`src/rtl/shu_pkg.sv`:
```
package shu_pkg;

   typedef enum logic [1:0] {
      SK_LEFT  = 2'd0,
      SK_RZERO = 2'd1,
      SK_RSIGN = 2'd2,
      SK_NONE  = 2'd3
   } shift_kind_e;

   typedef struct packed {
      logic sf;
      logic zf;
      logic cf;
      logic of;
   } arith_flags_t;

   localparam int FLAGS_W = 4;

endpackage

```
`src/rtl/shu_decode.sv`:
```
module shu_decode
   import shu_pkg::*;
#(
   parameter int SEL_LSB    = 3,
   parameter int SEL_W      = 3,
   parameter int SEL_LEFT   = 4,
   parameter int SEL_RZERO  = 5,
   parameter int SEL_RSIGN  = 7
) (
   input  logic [7:0]  modrm,
   output shift_kind_e kind,
   output logic        illegal
);
   localparam int SEL_MSB = SEL_LSB + SEL_W - 1;

   generate
      if (SEL_MSB > 7) begin : g_bad_field
         $error("selector field exceeds the byte");
      end
   endgenerate

   logic [SEL_W-1:0] sel;
   assign sel = modrm[SEL_MSB:SEL_LSB];

   always_comb begin
      kind    = SK_NONE;
      illegal = 1'b0;
      if (sel == SEL_W'(SEL_LEFT))       kind = SK_LEFT;
      else if (sel == SEL_W'(SEL_RZERO)) kind = SK_RZERO;
      else if (sel == SEL_W'(SEL_RSIGN)) kind = SK_RSIGN;
      else                               illegal = 1'b1;
   end
endmodule

```
`src/rtl/shu_shifter.sv`:
```
module shu_shifter
   import shu_pkg::*;
#(
   parameter int DATA_W = 32,
   parameter int CNT_W  = $clog2(DATA_W),
   parameter int STYLE  = 0
) (
   input  logic [DATA_W-1:0] operand,
   input  logic [CNT_W-1:0]  cnt,
   input  shift_kind_e       kind,
   output logic [DATA_W-1:0] result,
   output logic              carry
);
   localparam int EXT_W = DATA_W + 1;

   logic             is_left;
   logic             fill;
   logic [EXT_W-1:0] ext_in;
   logic [EXT_W-1:0] ext_out;

   assign is_left = (kind == SK_LEFT);
   assign fill    = (kind == SK_RSIGN) ? operand[DATA_W-1] : 1'b0;
   assign ext_in  = is_left ? {1'b0, operand} : {operand, 1'b0};

   generate
      if (STYLE == 0) begin : g_staged
         logic [EXT_W-1:0] stg [CNT_W+1];
         assign stg[0] = ext_in;
         for (genvar gi = 0; gi < CNT_W; gi++) begin : g_stage
            localparam int AMT = 1 << gi;
            logic [EXT_W-1:0] mask;
            logic [EXT_W-1:0] moved;
            assign mask  = fill ? ~({EXT_W{1'b1}} >> AMT) : '0;
            assign moved = is_left ? (stg[gi] << AMT)
                                   : ((stg[gi] >> AMT) | mask);
            assign stg[gi+1] = cnt[gi] ? moved : stg[gi];
         end
         assign ext_out = stg[CNT_W];
      end else begin : g_operator
         logic [EXT_W-1:0] mask;
         assign mask    = fill ? ~({EXT_W{1'b1}} >> cnt) : '0;
         assign ext_out = is_left ? (ext_in << cnt) : ((ext_in >> cnt) | mask);
      end
   endgenerate

   assign result = is_left ? ext_out[DATA_W-1:0] : ext_out[EXT_W-1:1];
   assign carry  = is_left ? ext_out[EXT_W-1]    : ext_out[0];
endmodule

```
`src/rtl/shu_flags.sv`:
```
module shu_flags
   import shu_pkg::*;
#(
   parameter int DATA_W = 32,
   parameter int CNT_W  = $clog2(DATA_W)
) (
   input  shift_kind_e       kind,
   input  logic [CNT_W-1:0]  cnt,
   input  logic [DATA_W-1:0] operand,
   input  logic [DATA_W-1:0] result,
   input  logic              carry,
   input  arith_flags_t      flags_in,
   output arith_flags_t      flags_out
);
   logic single;
   assign single = (cnt == CNT_W'(1));

   always_comb begin
      flags_out.zf = (result == '0);
      flags_out.cf = carry;
      flags_out.sf = (kind == SK_RZERO) ? 1'b0 : result[DATA_W-1];
      flags_out.of = flags_in.of;
      if (single) begin
         unique case (kind)
            SK_LEFT:  flags_out.of = operand[DATA_W-1] ^ operand[DATA_W-2];
            SK_RZERO: flags_out.of = operand[DATA_W-1];
            SK_RSIGN: flags_out.of = 1'b0;
            default:  flags_out.of = flags_in.of;
         endcase
      end
   end
endmodule

```
`src/rtl/imm_shift_unit.sv`:
```
module imm_shift_unit
   import shu_pkg::*;
#(
   parameter int DATA_W = 32,
   parameter int STYLE  = 0
) (
   input  logic              clk,
   input  logic              rst_n,
   input  logic              in_valid,
   input  logic [7:0]        in_modrm,
   input  logic [DATA_W-1:0] in_operand,
   input  logic [7:0]        in_imm,
   input  logic [3:0]        in_flags,
   output logic              out_valid,
   output logic [DATA_W-1:0] out_result,
   output logic [3:0]        out_flags,
   output logic              out_wr_en,
   output logic              out_illegal
);
   localparam int CNT_W = $clog2(DATA_W);

   generate
      if (DATA_W < 2 || (1 << CNT_W) != DATA_W || CNT_W > 8) begin : g_bad_width
         $error("DATA_W must be a power of two between 2 and 256");
      end
      if (STYLE != 0 && STYLE != 1) begin : g_bad_style
         $error("STYLE must be 0 or 1");
      end
   endgenerate

   shift_kind_e       kind;
   logic              illegal;
   logic [CNT_W-1:0]  cnt;
   logic [DATA_W-1:0] shifted;
   logic              carry;
   arith_flags_t      flags_cur;
   arith_flags_t      flags_new;
   logic              hold;

   assign cnt       = in_imm[CNT_W-1:0];
   assign flags_cur = arith_flags_t'(in_flags);
   assign hold      = illegal || (cnt == '0);

   shu_decode i_decode (
      .modrm   (in_modrm),
      .kind    (kind),
      .illegal (illegal)
   );

   shu_shifter #(.DATA_W(DATA_W), .CNT_W(CNT_W), .STYLE(STYLE)) i_shifter (
      .operand (in_operand),
      .cnt     (cnt),
      .kind    (kind),
      .result  (shifted),
      .carry   (carry)
   );

   shu_flags #(.DATA_W(DATA_W), .CNT_W(CNT_W)) i_flags (
      .kind      (kind),
      .cnt       (cnt),
      .operand   (in_operand),
      .result    (shifted),
      .carry     (carry),
      .flags_in  (flags_cur),
      .flags_out (flags_new)
   );

   always_ff @(posedge clk or negedge rst_n) begin
      if (!rst_n) begin
         out_valid   <= 1'b0;
         out_wr_en   <= 1'b0;
         out_illegal <= 1'b0;
         out_result  <= '0;
         out_flags   <= '0;
      end else begin
         out_valid <= in_valid;
         if (in_valid) begin
            out_result  <= hold ? in_operand : shifted;
            out_flags   <= hold ? in_flags : 4'(flags_new);
            out_wr_en   <= !hold;
            out_illegal <= illegal;
         end else begin
            out_wr_en   <= 1'b0;
            out_illegal <= 1'b0;
         end
      end
   end
endmodule

```
`config.mk`:
```
export PLATFORM = sky130hd
export DESIGN_NAME = imm_shift_unit
export DESIGN_NICKNAME = d
export VERILOG_FILES = /design/src/rtl/shu_pkg.sv /design/src/rtl/shu_decode.sv /design/src/rtl/shu_shifter.sv /design/src/rtl/shu_flags.sv /design/src/rtl/imm_shift_unit.sv
export SDC_FILE = /design/constraint.sdc
export NUM_CORES = 1
export LEC_CHECK = 0
export BUFFER_PORTS_ARGS = -buffer_cell sky130_fd_sc_hd__buf_4
export CAP_MARGIN = 0
export CORE_ASPECT_RATIO = 1.1
export CORE_MARGIN = 1.5
export CORE_UTILIZATION = 35
export CTS_CLUSTER_DIAMETER = 30
export DETAILED_ROUTE_END_ITERATION = 16
export PLACE_DENSITY = 0.52
export SLEW_MARGIN = 20
export SYNTH_ARGS = -nofsm -noshare
export SYNTH_HDL_FRONTEND = slang
export SYNTH_SLANG_ARGS = --single-unit
```
`constraint.sdc`:
```
create_clock -name clk -period 2.5 [get_ports clk]
set_clock_uncertainty 0.15 [all_clocks]
set_input_delay 0 -clock clk [delete_from_list [all_inputs] [get_ports clk]]
set_output_delay 0 -clock clk [all_outputs]
set_load 0.1 [all_outputs]
```
== Word-level counts from Yosys, hierarchy flattened ==
Index checks and enable logic that the tools add are counted.
Word-level totals
  flip-flop bits (word level): 39
  bits in latches: 0
  bits in writable memories: 0
  memory bits (read-only): 0
  input bits: 55
  output and inout port bits: 39
  word-level logic and storage cells: 54
  memories: 0
Operators by class
  $add $sub $neg: 0
  multiply operators: 0
  divide/modulo/power cells: 0
  magnitude comparators: 0
  equal/unequal tests: 6
  shifts and indexed selects: 0
  multiplexer cells: 32
  bitwise logic cells: 6
  reduce and logical (&&, ||, !) cells: 5
Operators with widths (count)
  2-to-1 mux 33 bit: 16
  2-to-1 mux 32 bit: 2
  OR 17 x 33 -> 33 bit: 1
  OR 25 x 33 -> 33 bit: 1
  OR 29 x 33 -> 33 bit: 1
  OR 31 x 33 -> 33 bit: 1
  OR 32 x 33 -> 33 bit: 1
  logical NOT 32 bit: 1
  2-to-1 mux 1 bit: 10
  == test 3 bit (second input constant): 3
  == test 5 x 1 -> 1 bit (second input constant): 1
  logical NOT 5 bit: 1
  2-to-1 mux 2 bit: 2
  2-to-1 mux 4 bit: 1
  case mux 1 bit (3 select lines): 1
  == test 2 x 1 -> 1 bit (second input constant): 1
  == test 2 bit (second input constant): 1
  logical NOT 2 bit: 1
  logical NOT 1 bit: 1
  logical OR 1 bit: 1
  bitwise XOR 1 bit: 1

== Logic depth before layout (Yosys ltp) ==
Gate-level depths: netlist of the first run.
  depth after elaboration: 25
  depth in mapped cells: 16
  mapped depth without buffers: 10

== By module ==
Synthesis of the first run repeated with hierarchy kept, for this count alone.
Unflattened totals
  cell total of the unflattened synthesis: 1059
  area, all modules: 7522.2 µm²
Modules (own cells, without submodules)
  shu_shifter: times used 1, cells each 735, area an instance 4784.6 µm²
  imm_shift_unit: times used 1, cells each 296, area an instance 2555.0 µm²
  shu_flags: times used 1, cells each 23, area an instance 157.7 µm²
  shu_decode: times used 1, cells each 5, area an instance 25.0 µm²

== Least setup slack after synthesis of the first run ==
No wires, ideal clock.
  kind: input to register
  from: in in_modrm[4]
  to: reg out_flags[2]
  arrival: 3.262 ns
  path slack: -1.008 ns
  cell stages on the path: 12
  cell sequence: or3b_1 buf_6 xnor2_1 buf_4 mux2_4 mux4_2 a21oi_1 a31o_2 nand4_1 or4_1 or4_1 o31ai_1
Between the ends
  word-level cells in the longest chain between the ends: 25
  elaborated cells between the ends (all ways): 37
  those cells by class: 4 x eq/ne; 25 x mux; 5 x bitwise; 3 x reduce/logical
RTL lines
  start: declaration: line imm_shift_unit.sv:10  | input logic [7:0] in_modrm,
  == test 3 bit: line shu_decode.sv:30  | else if (sel == SEL_W'(SEL_RSIGN)) kind = SK_RSIGN;
  2-to-1 mux 1 bit: line shu_decode.sv:30
  2-to-1 mux 2 bit: line shu_decode.sv:29  | else if (sel == SEL_W'(SEL_RZERO)) kind = SK_RZERO;
  2-to-1 mux 2 bit: line shu_decode.sv:28  | if (sel == SEL_W'(SEL_LEFT)) kind = SK_LEFT;
  == test 2 bit: line shu_shifter.sv:22  | assign fill = (kind == SK_RSIGN) ? operand[DATA_W-1] : 1'b0;
  2-to-1 mux 1 bit: line shu_shifter.sv:22
  2-to-1 mux 33 bit: line shu_shifter.sv:33  | assign mask = fill ? ~({EXT_W{1'b1}} >> AMT) : '0;
  OR 32 x 33 -> 33 bit: line shu_shifter.sv:35  | : ((stg[gi] >> AMT) | mask);
  (+9 left out)
  2-to-1 mux 33 bit: line shu_shifter.sv:34  | assign moved = is_left ? (stg[gi] << AMT)
  2-to-1 mux 33 bit: line shu_shifter.sv:36  | assign stg[gi+1] = cnt[gi] ? moved : stg[gi];
  OR 17 x 33 -> 33 bit: line shu_shifter.sv:35
  2-to-1 mux 33 bit: line shu_shifter.sv:34
  2-to-1 mux 33 bit: line shu_shifter.sv:36
  2-to-1 mux 32 bit: line shu_shifter.sv:46  | assign result = is_left ? ext_out[DATA_W-1:0] : ext_out[EXT_W-1:1];
  logical NOT 32 bit: line shu_flags.sv:19  | flags_out.zf = (result == '0);
  2-to-1 mux 4 bit *: line imm_shift_unit.sv:79  | out_flags <= hold ? in_flags : 4'(flags_new);
  end signal: assignment: line imm_shift_unit.sv:79
  end: declaration: line imm_shift_unit.sv:16  | output logic [3:0] out_flags,
Every way passes the cells marked *; elsewhere a longest branch is shown, timed or not.
A chain may end at the register's enable or synchronous reset.

== Worst setup path after layout of the first run ==
  from: in in_modrm[3]
  to: reg out_flags[2]
Same word-level chain as after synthesis.

==> flow_summary.ini, run 1 <==
[power_and_ir_drop]
leakagePower_nw = 5.910
p_sw_mw = 2.564
p_clk_share_pct = 15.5
vdd_ir_drop_max_mv = 0.5838
power_density_nw_per_um2 = 391.1
p_int_mw = 2.791
p_seq_share_pct = 14.2
switching_share_pct = 47.88
pwr-share-comb_pct = 70.4

[placement]
port-buffer-count = 85
dpl.hpwl_um = 39870
placed_area_um2 = 11610
dp_slack_ns = -1.269
globalplace.congestion = 1.095

[worst_setup_path]
path_cells = buf_6 -> buf_6 -> nor3b_4 -> buf_12 -> buf_12 -> buf_12 -> buf_6 -> nand2_1 -> a21oi_1 -> a211oi_2 -> o221ai_1 -> o211a_1 -> nand4_1 -> or4_1 -> or4_4 -> o31ai_4
required_ns = 2.55
critPathCaptureType = flip-flop
cp_max_fo = 21
critPathLaunchType = input port
rr_worst_depth = 2
crit_slowest_cell = or4_1
cp.arrival_ns = 3.36
cp_slowest_stage_delay_ns = 0.53
worst-setup-path-type = in -> reg

[yosys]
synth_edf_count = 0
syn_inst = 1103
ys_warn_count = 0
ys.flop_type = dfrtp_1
seq_area_frac_synth_pct = 12.77
synth_cell_types = 77
ys_async_sr_fraction_pct = 100.0
syn_nets = 1158
synth_seq_cells = 39
synth_area_um2 = 7640
avgSynthCellArea_um2 = 6.926

[routing]
totalWireLength_um = 51680
via_count = 11899
antenna_left = 0
drtIter0Drc = 1371
first_pass_iters = 6
via_per_inst = 6.449
drc = 0
detail_route.wl_per_cell_um = 28.01

[clocking]
cts-buffers-inserted = 5
clk_pin_slew_ns = 0.06
clock-sinks = 39
clkLatencyLatePin_ns = 0.29
cts_tree = done
ctsLongestPathBuffers = 2
root_buffer = clkbuf_16
htreeDepth = 2

[timing]
grt_setup_unrepaired = true
finalSetupViolCount = 33
clock.fmax_ghz = 0.3015
min_period_over_period_pct = 132.7
relSlewSlack_pct = 45.90
tightest_slew_ns = 0.8094
setup_tns_ns = -8.059
setup_ws_ns = -0.8163
maxSlewViolCount = 0
min_period_ns = 3.316
holdWs_ns = 0.02630
hold_viol_final = 0

[layout]
final_nets = 1609
layout-drive-gt1-share_pct = 53.44
finalInstanceArea_um2 = 13690
fillCellCount = 1942
multi_input_area_um2 = 7283
seq_area_um2 = 975.9
diodes = 0
area_growth_pct = 79.23

[status]
violations = negative setup slack
outcome = finished, violations left

[floorplan]
die_x_um = 143.9
dieArea_um2 = 22720
ios = 94
die_h_um = 158.0
rows = 56
start_util_pct = 35.75
core_area_um2 = 21370

[global_routing]
grt_pass1_wl_um = 73590
antenna_found_initial = 1
overflow = 0
grt_max_degree = 51
grt_pass1_vias = 11357
grt_use_total_pct = 44.79

[worst_hold_path]
min_path_type = in -> reg
hold_depth = 4

[run]
cap_violations = 0
[worst max-delay path, delay by kind of cell]
kind	cells	cell delay [ns]
AND/OR/NAND/NOR	5	1.45
AO/OA/AOI/OAI	5	1.08
buffers and inverters	6	0.81
[metal layers]
metal / track usage (%) / part of all wire (%)
met1: 57.20 / 39
met2: 68.22 / 43
met3: 8.621 / 11
met4: 29.88 / 8.1
met5: 0 / 0.025
[registers in the layout (all words and copies together) (netlist names)]
signal,cells
out_result,32
out_flags,4
out_illegal,1
out_valid,1
out_wr_en,1
[cells by family (layout without fill, tap and decap cells)]
group           after synthesis  in the layout  synth area share (%)
flops                        39             39                 12.77
xor+xnor                      2              2                0.2293
mux                         122            122                 19.52
simple gates                410            410                 26.58
compound gates              391            391                 33.26
buf+inv                     139            591                 7.632
[cell type report]
class / instances / share of cell area, %
inverter: 8 / 0.2193
timing repair buffer: 575 / 35.44
sequential: 39 / 7.127
clock inverter: 2 / 0.4386
tap: 290 / 2.650
clock buffer: 6 / 0.9412
multi-input combinational: 925 / 53.19
[placed cells by master (no fill, tap or decap), types with 14 or more instances in the layout]
cell	netlist	final
a21oi_2	0	35
dfrtp_1	39	39
a21oi_1	111	76
o21ai_0	81	48
buf_12	0	24
nand3_1	46	42
nand2b_1	15	14
a211oi_2	1	15
mux2i_1	71	57
mux2_2	32	22
nand2_1	131	122
buf_4	4	499
o21ai_1	0	20
a31oi_1	25	23
buf_6	1	38
nor3_1	26	20
nor2_1	86	75
nand3b_1	14	14
mux4_2	18	18
o211ai_1	19	19
[cells in the mapped netlist, types with 8 or more instances]
master     count  share of area [%]
o211ai_1      19                1.9
o311ai_0       8               0.92
nand3_1       46                3.0
clkbuf_1      80                3.9
mux4_2        18                5.3
nor2_1        86                4.2
a2111oi_0      8               0.92
a211o_1        8               0.92
and3_1        10               0.82
nand3b_1      14                1.4
or3_1          8               0.66
nand4_1        9               0.74
o221ai_1       9                1.0
a21oi_1      111                7.3
o22ai_1       12               0.98
o21ai_0       81                5.3
dfrtp_1       39                 13
mux2_2        32                4.7
a211oi_1      30                2.9
nor3_1        26                1.7
nand2_1      131                6.4
a221oi_1       9                1.0
mux2i_1       71                9.3
and2_1        13                1.1
buf_2         31                2.0
a31oi_1       25                2.0
or3b_2        12                1.4
buf_1         15               0.74
nand2b_1      15                1.2
nor2b_1        8               0.66
[timing repair]
action,in CTS,in global routing
buffers inserted,43,24
gates cloned,2,0
gates resized for setup,222,104
pin swaps,64,54
setup endpoints to repair,35,35
hold buffers,6,0
endpoints found under the hold margin,44,0
[worst paths after layout]
check                                 endpoint            from  slack [ns]
worst max-delay path              out_flags[2]     in_modrm[3]       -0.82
worst min-delay path            out_result[31]  in_operand[31]        0.03
worst max register to register    out_flags[2]    out_flags[2]        1.41
worst min register to register   out_result[4]   out_result[4]        0.34
max in group asynchronous       out_result[16]           rst_n        1.77
min in group asynchronous        out_result[8]           rst_n        0.08
[power groups by stage]
stage | clock [mW] | sequential [mW] | combinational (mW)
finish | 0.829 | 0.759 | 3.77
floorplan | 0 | 1.37 | 1.09
global route | 0.861 | 0.769 | 3.87
detailed placement | 0 | 0.767 | 3.16
global placement | 0 | 0.769 | 3.16
CTS | 0.844 | 0.759 | 3.51
[stage by stage]
stage                     power, mW  util (%)  std cells
final                         5.356     64.07       1845
after detailed placement      3.925     54.34       1782
after global placement        3.929     54.34       1782
after CTS                     5.116     61.45       1832
after global routing          5.501     64.07       1845
after floorplan               2.458         -       1103
(Power assumes the default switching activity.)
==> inputs of run 2 (changes only) <==
==> constraint.sdc (replaced) <==
create_clock -name clk -period 3.6 [get_ports clk]
set_clock_uncertainty 0.15 [all_clocks]
set_input_delay 0 -clock clk [delete_from_list [all_inputs] [get_ports clk]]
set_output_delay 0 -clock clk [all_outputs]
set_load 0.1 [all_outputs]
==> flow_summary.ini, run 2 (same netlist as run 1, synthesis figures left out) <==
[floorplan]
rows = 56
die_h_um = 158.0
ios = 94
core_area_um2 = 21370
start_util_pct = 35.75
dieArea_um2 = 22720
die_x_um = 143.9

[timing]
tightest_slew_ns = 1.240
maxSlewViolCount = 0
hold_viol_final = 0
finalSetupViolCount = 0
relSlewSlack_pct = 15.20
setup_tns_ns = 0
min_period_ns = 3.554
clock.fmax_ghz = 0.2813
grt_setup_unrepaired = false
min_period_over_period_pct = 98.73

[worst_hold_path]
hold_path_end = out_result[28]
min_from = in_operand[28]
min_path_type = in -> reg
hold_depth = 4

[global_routing]
overflow = 0
antenna_found_initial = 0
grt_use_total_pct = 41.22
grt_pass1_wl_um = 67330
grt_pass1_vias = 9816
grt_max_degree = 51

[worst_setup_path]
worst-setup-path-type = in -> reg
critPathLaunchType = input port
rr_worst_depth = 2
r2r_slack_ns = 2.66
cp.arrival_ns = 3.60
critPathCaptureType = flip-flop
cp_max_fo = 5
r2r_start = out_flags[2]
required_ns = 3.64
r2r_end = out_flags[2]
cp-startpoint = in_modrm[4]

[run]
cap_violations = 0

[routing]
totalWireLength_um = 47160
drc = 0
first_pass_iters = 5
antenna_left = 0
via_per_inst = 6.532
drtIter0Drc = 1275
detail_route.wl_per_cell_um = 29.22
via_count = 10543

[layout]
largestRegisters = out_result x32, out_flags x4
largest_reg_flops = 32
layout-drive-gt1-share_pct = 32.43
final_cell_mix = buf_4, nand2_1, a21oi_1
regMostFlops = out_result
final_nets = 1377
fillCellCount = 2239
final_common_cell = buf_4
area_growth_pct = 35.75

[clocking]
cts-buffers-inserted = 5
root_buffer = clkbuf_16
cts_tree = done
htreeDepth = 2
ctsLongestPathBuffers = 2
clk_pin_slew_ns = 0.06
clock-sinks = 39
clkLatencyLatePin_ns = 0.28

[placement]
port-buffer-count = 85
globalplace.congestion = 1.040
dpl.hpwl_um = 36840

[status]
outcome = finished clean

[power_and_ir_drop]
total_power_mw = 3.123
leakagePower_nw = 4.394
vdd_ir_drop_max_mv = 0.5954
power_density_nw_per_um2 = 301.2
-- run 2: cell count changes in the layout (fill, tap and decap cells not counted), sizes merged --
cell / change
clkbuf: -1
clkinv: +2
diode: +1
bufbuf: -1
buf: -237
bufinv: -1
dlygate4sd3: +6
-- run 2: area by class of cell --
class | instances | area, um^2 | share of cell area (%)
multi-input combinational | 925 | 6156 | 59.36
timing repair buffer | 343 | 2675 | 25.79
clock buffer | 5 | 125.1 | 1.206
antenna | 1 | 2.502 | 0.02413
tap | 290 | 362.8 | 3.499
clock inverter | 3 | 43.79 | 0.4222
sequential | 39 | 975.9 | 9.410
inverter | 8 | 30.03 | 0.2895
-- run 2: per-stage QoR --
step | setup WS (ns) | cell area [um^2] | std cells | util, % | hold slack (ns)
after floorplan | 0.09225 | 7640 | 1103 | - | -0.4456
after global placement | -0.4927 | 9998 | 1591 | 46.79 | -0.1489
after detailed placement | -0.4595 | 9998 | 1591 | 46.79 | -0.1510
after CTS | 0.01354 | 10300 | 1611 | 48.21 | 0.002853
after global routing | 0.009526 | 10370 | 1613 | 48.52 | 0.04255
final | 0.04563 | 10370 | 1614 | 48.53 | 0.01198
-- run 2: worst max-delay path by stage --
| stage | to | slack [ns] | cells after the start |
|---|---|---|---|
| detailed placement | out_flags[2] | -0.46 | 12 |
| floorplan | out_flags[2] | 0.09 | 12 |
| global placement | out_flags[2] | -0.49 | 12 |
| global route | out_flags[2] | 0.01 | 12 |
| finish | out_flags[2] | 0.05 | 13 |
| CTS | out_flags[2] | 0.01 | 13 |
-- run 2: routing by layer --
metal | track usage (%) | wire (um)
met1 | 54.82 | 19070
met2 | 62.66 | 20670
met3 | 7.350 | 4628
met4 | 23.03 | 2793
met5 | 0 | 0
-- run 2: repair_timing --
action                     4_1_cts  5_1_grt
pin swaps                        0        5
hold buffers                    12        0
setup endpoints to repair        1        2
hold endpoints to repair        50        0
setup buffers                    0        2
gates resized for setup          3       11
-- run 2: critical path, cell delays in order --
cell      delay, ns
buf_4          0.11
or3b_4         0.44
xnor2_2        0.15
buf_4          0.17
mux2_2         0.35
mux2i_1        0.26
buf_4          0.19
mux2i_1        0.17
a221oi_2       0.39
a211oi_1       0.16
or4_4          0.45
or4_1          0.54
o31ai_1        0.21
-- run 2: where the power goes --
group | internal, mW | leakage [nW] | switching, mW
clock network | 0.327 | 0.0838 | 0.186
registers | 0.495 | 0.465 | 0.0316
logic | 0.717 | 3.85 | 1.37
total | 1.54 | 4.39 | 1.58
==> inputs of run 3 (changes only) <==
--- a/config.mk
+++ b/config.mk
@@ -7,12 +7,13 @@
 export LEC_CHECK = 0
 export BUFFER_PORTS_ARGS = -buffer_cell sky130_fd_sc_hd__buf_4
 export CAP_MARGIN = 0
+export CELL_PAD_IN_SITES_DETAIL_PLACEMENT = 1
+export CELL_PAD_IN_SITES_GLOBAL_PLACEMENT = 1
 export CORE_ASPECT_RATIO = 1.1
-export CORE_MARGIN = 1.5
 export CORE_UTILIZATION = 35
 export CTS_CLUSTER_DIAMETER = 30
 export DETAILED_ROUTE_END_ITERATION = 16
-export PLACE_DENSITY = 0.52
+export PLACE_DENSITY = 0.68
 export SLEW_MARGIN = 20
 export SYNTH_ARGS = -nofsm -noshare
 export SYNTH_HDL_FRONTEND = slang
==> flow_summary.ini, run 3 (same netlist as run 1, synthesis figures left out) <==
[layout]
fillCellCount = 2766
final_common_cell = buf_4
diodes = 0
largestRegisters = out_result x32, out_flags x4
area_growth_pct = 37.42
finalInstanceArea_um2 = 10500
largest_reg_flops = 32
final_cell_mix = buf_4, nand2_1, a21oi_1
final_nets = 1387
layout-drive-gt1-share_pct = 33.23
final_cells = 1623
regMostFlops = out_result

[placement]
port-buffer-count = 85
placed_area_um2 = 10110
globalplace.congestion = 1.029
dpl.hpwl_um = 38330
dp.cells = 1603

[worst_setup_path]
critPathCaptureType = flip-flop
worst-setup-path-type = in -> reg
cp_max_fo = 10
critPathLaunchType = input port
required_ns = 3.65
cp.arrival_ns = 3.59

[power_and_ir_drop]
p_sw_mw = 1.613
p_int_mw = 1.545
p_seq_share_pct = 16.7
pwr-share-comb_pct = 66.7
leakagePower_nw = 4.452
switching_share_pct = 51.08
power_density_nw_per_um2 = 300.8
p_clk_share_pct = 16.5
vdd_ir_drop_max_mv = 0.4119

[routing]
antenna_left = 0
detail_route.wl_per_cell_um = 30.46
via_count = 10840
first_pass_iters = 6
drtIter0Drc = 1065
totalWireLength_um = 49430
drc = 0
via_per_inst = 6.679

[global_routing]
grt_most_used_layer = met2
grt_pass1_wl_um = 70860
grt_max_degree = 51
use_met2_pct = 68.49
antenna_found_initial = 0
grt_pass1_vias = 10520
grt_use_total_pct = 43.91
grt_use_met3_pct = 7.484
met1_usage_pct = 57.06
overflow = 0

[timing]
hold_viol_final = 0
clock.fmax_ghz = 0.2827
tightest_slew_ns = 0.8674
min_period_over_period_pct = 98.25
maxSlewViolCount = 0
relSlewSlack_pct = 42.00
min_period_ns = 3.537
finalSetupViolCount = 0
grt_setup_unrepaired = false

[clocking]
root_buffer = clkbuf_16
ctsLongestPathBuffers = 2
cts-buffers-inserted = 5
clock-sinks = 39
htreeDepth = 2
clk_pin_slew_ns = 0.07
clkLatencyLatePin_ns = 0.30
cts_tree = done

[floorplan]
core_area_um2 = 21370
rows = 56
die_h_um = 157.0
ios = 94
start_util_pct = 35.75
die_x_um = 142.9
dieArea_um2 = 22420

[run]
cap_violations = 0

[worst_hold_path]
min_path_type = in -> reg

[status]
outcome = finished clean
run 3: area by class of cell:
type,count,area [um^2],area share (%)
Multi-Input combinational cell,925,6185,58.91
Timing Repair Buffer,353,2774,26.42
Sequential cell,39,975.9,9.296
Tap cell,290,362.8,3.456
Clock buffer,5,125.1,1.192
Clock inverter,3,46.29,0.4409
Inverter,8,30.03,0.2860
run 3: power by group through the flow:
stage          logic, mW  clock network, mW  registers, mW
6_report            2.11              0.522          0.529
5_1_grt             2.17              0.538          0.535
4_1_cts             2.03              0.533          0.529
3_5_place_dp        2.02                  0          0.535
3_3_place_gp        2.00                  0          0.534
2_1_floorplan      0.740                  0          0.949
run 3: worst max-delay path, stage by stage:
cell and delay [ns]:
dlygate4sd3_1 0.54, buf_4 0.19, mux4_2 0.53, a211oi_4 0.30
o32ai_4 0.15, nor3_2 0.21, o211a_1 0.20, nand4_1 0.15
or4_1 0.50, or4_4 0.57, o31ai_4 0.25
run 3: per-stage QoR:
step	hold slack, ns	TNS (ns)	total power, mW	util (%)	setup WS (ns)
after floorplan	-0.4456	0	1.689	-	0.09225
final	0.01035	0	3.158	49.13	0.06305
after global routing	0.05425	0	3.242	49.13	0.001283
after CTS	0.008213	0	3.096	48.62	0.03160
after global placement	-0.1543	-0.3453	2.538	47.32	-0.3453
after detailed placement	-0.1504	-0.3126	2.551	47.32	-0.3126
run 3: timing repair:
item	4_1_cts	5_1_grt
pin swaps	0	8
gates resized for setup	2	18
endpoints found under the setup margin	1	1
buffers inserted	0	2
endpoints found under the hold margin	48	0
hold buffers	10	0
run 3: final timing paths:
| path | startpoint | to | slack [ns] | depth (start not counted) |
|---|---|---|---|---|
| setup / recovery | in_operand[26] | out_flags[2] | 0.06 | 11 |
| hold / removal | in_valid | out_wr_en | 0.01 | 3 |
| setup reg to reg | out_flags[2] | out_flags[2] | 2.55 | 2 |
| hold reg to reg | out_result[13] | out_result[13] | 0.34 | 1 |
| max in group asynchronous | rst_n | out_flags[1] | 2.88 | 2 |
| min in group asynchronous | rst_n | out_result[8] | 0.07 | 2 |
run 3: layer usage:
layer / wire (um) / share of wire [%]
met4: 2994 / 6.1
met3: 4485 / 9.1
met2: 21840 / 44
met5: 0 / 0
met1: 20110 / 41
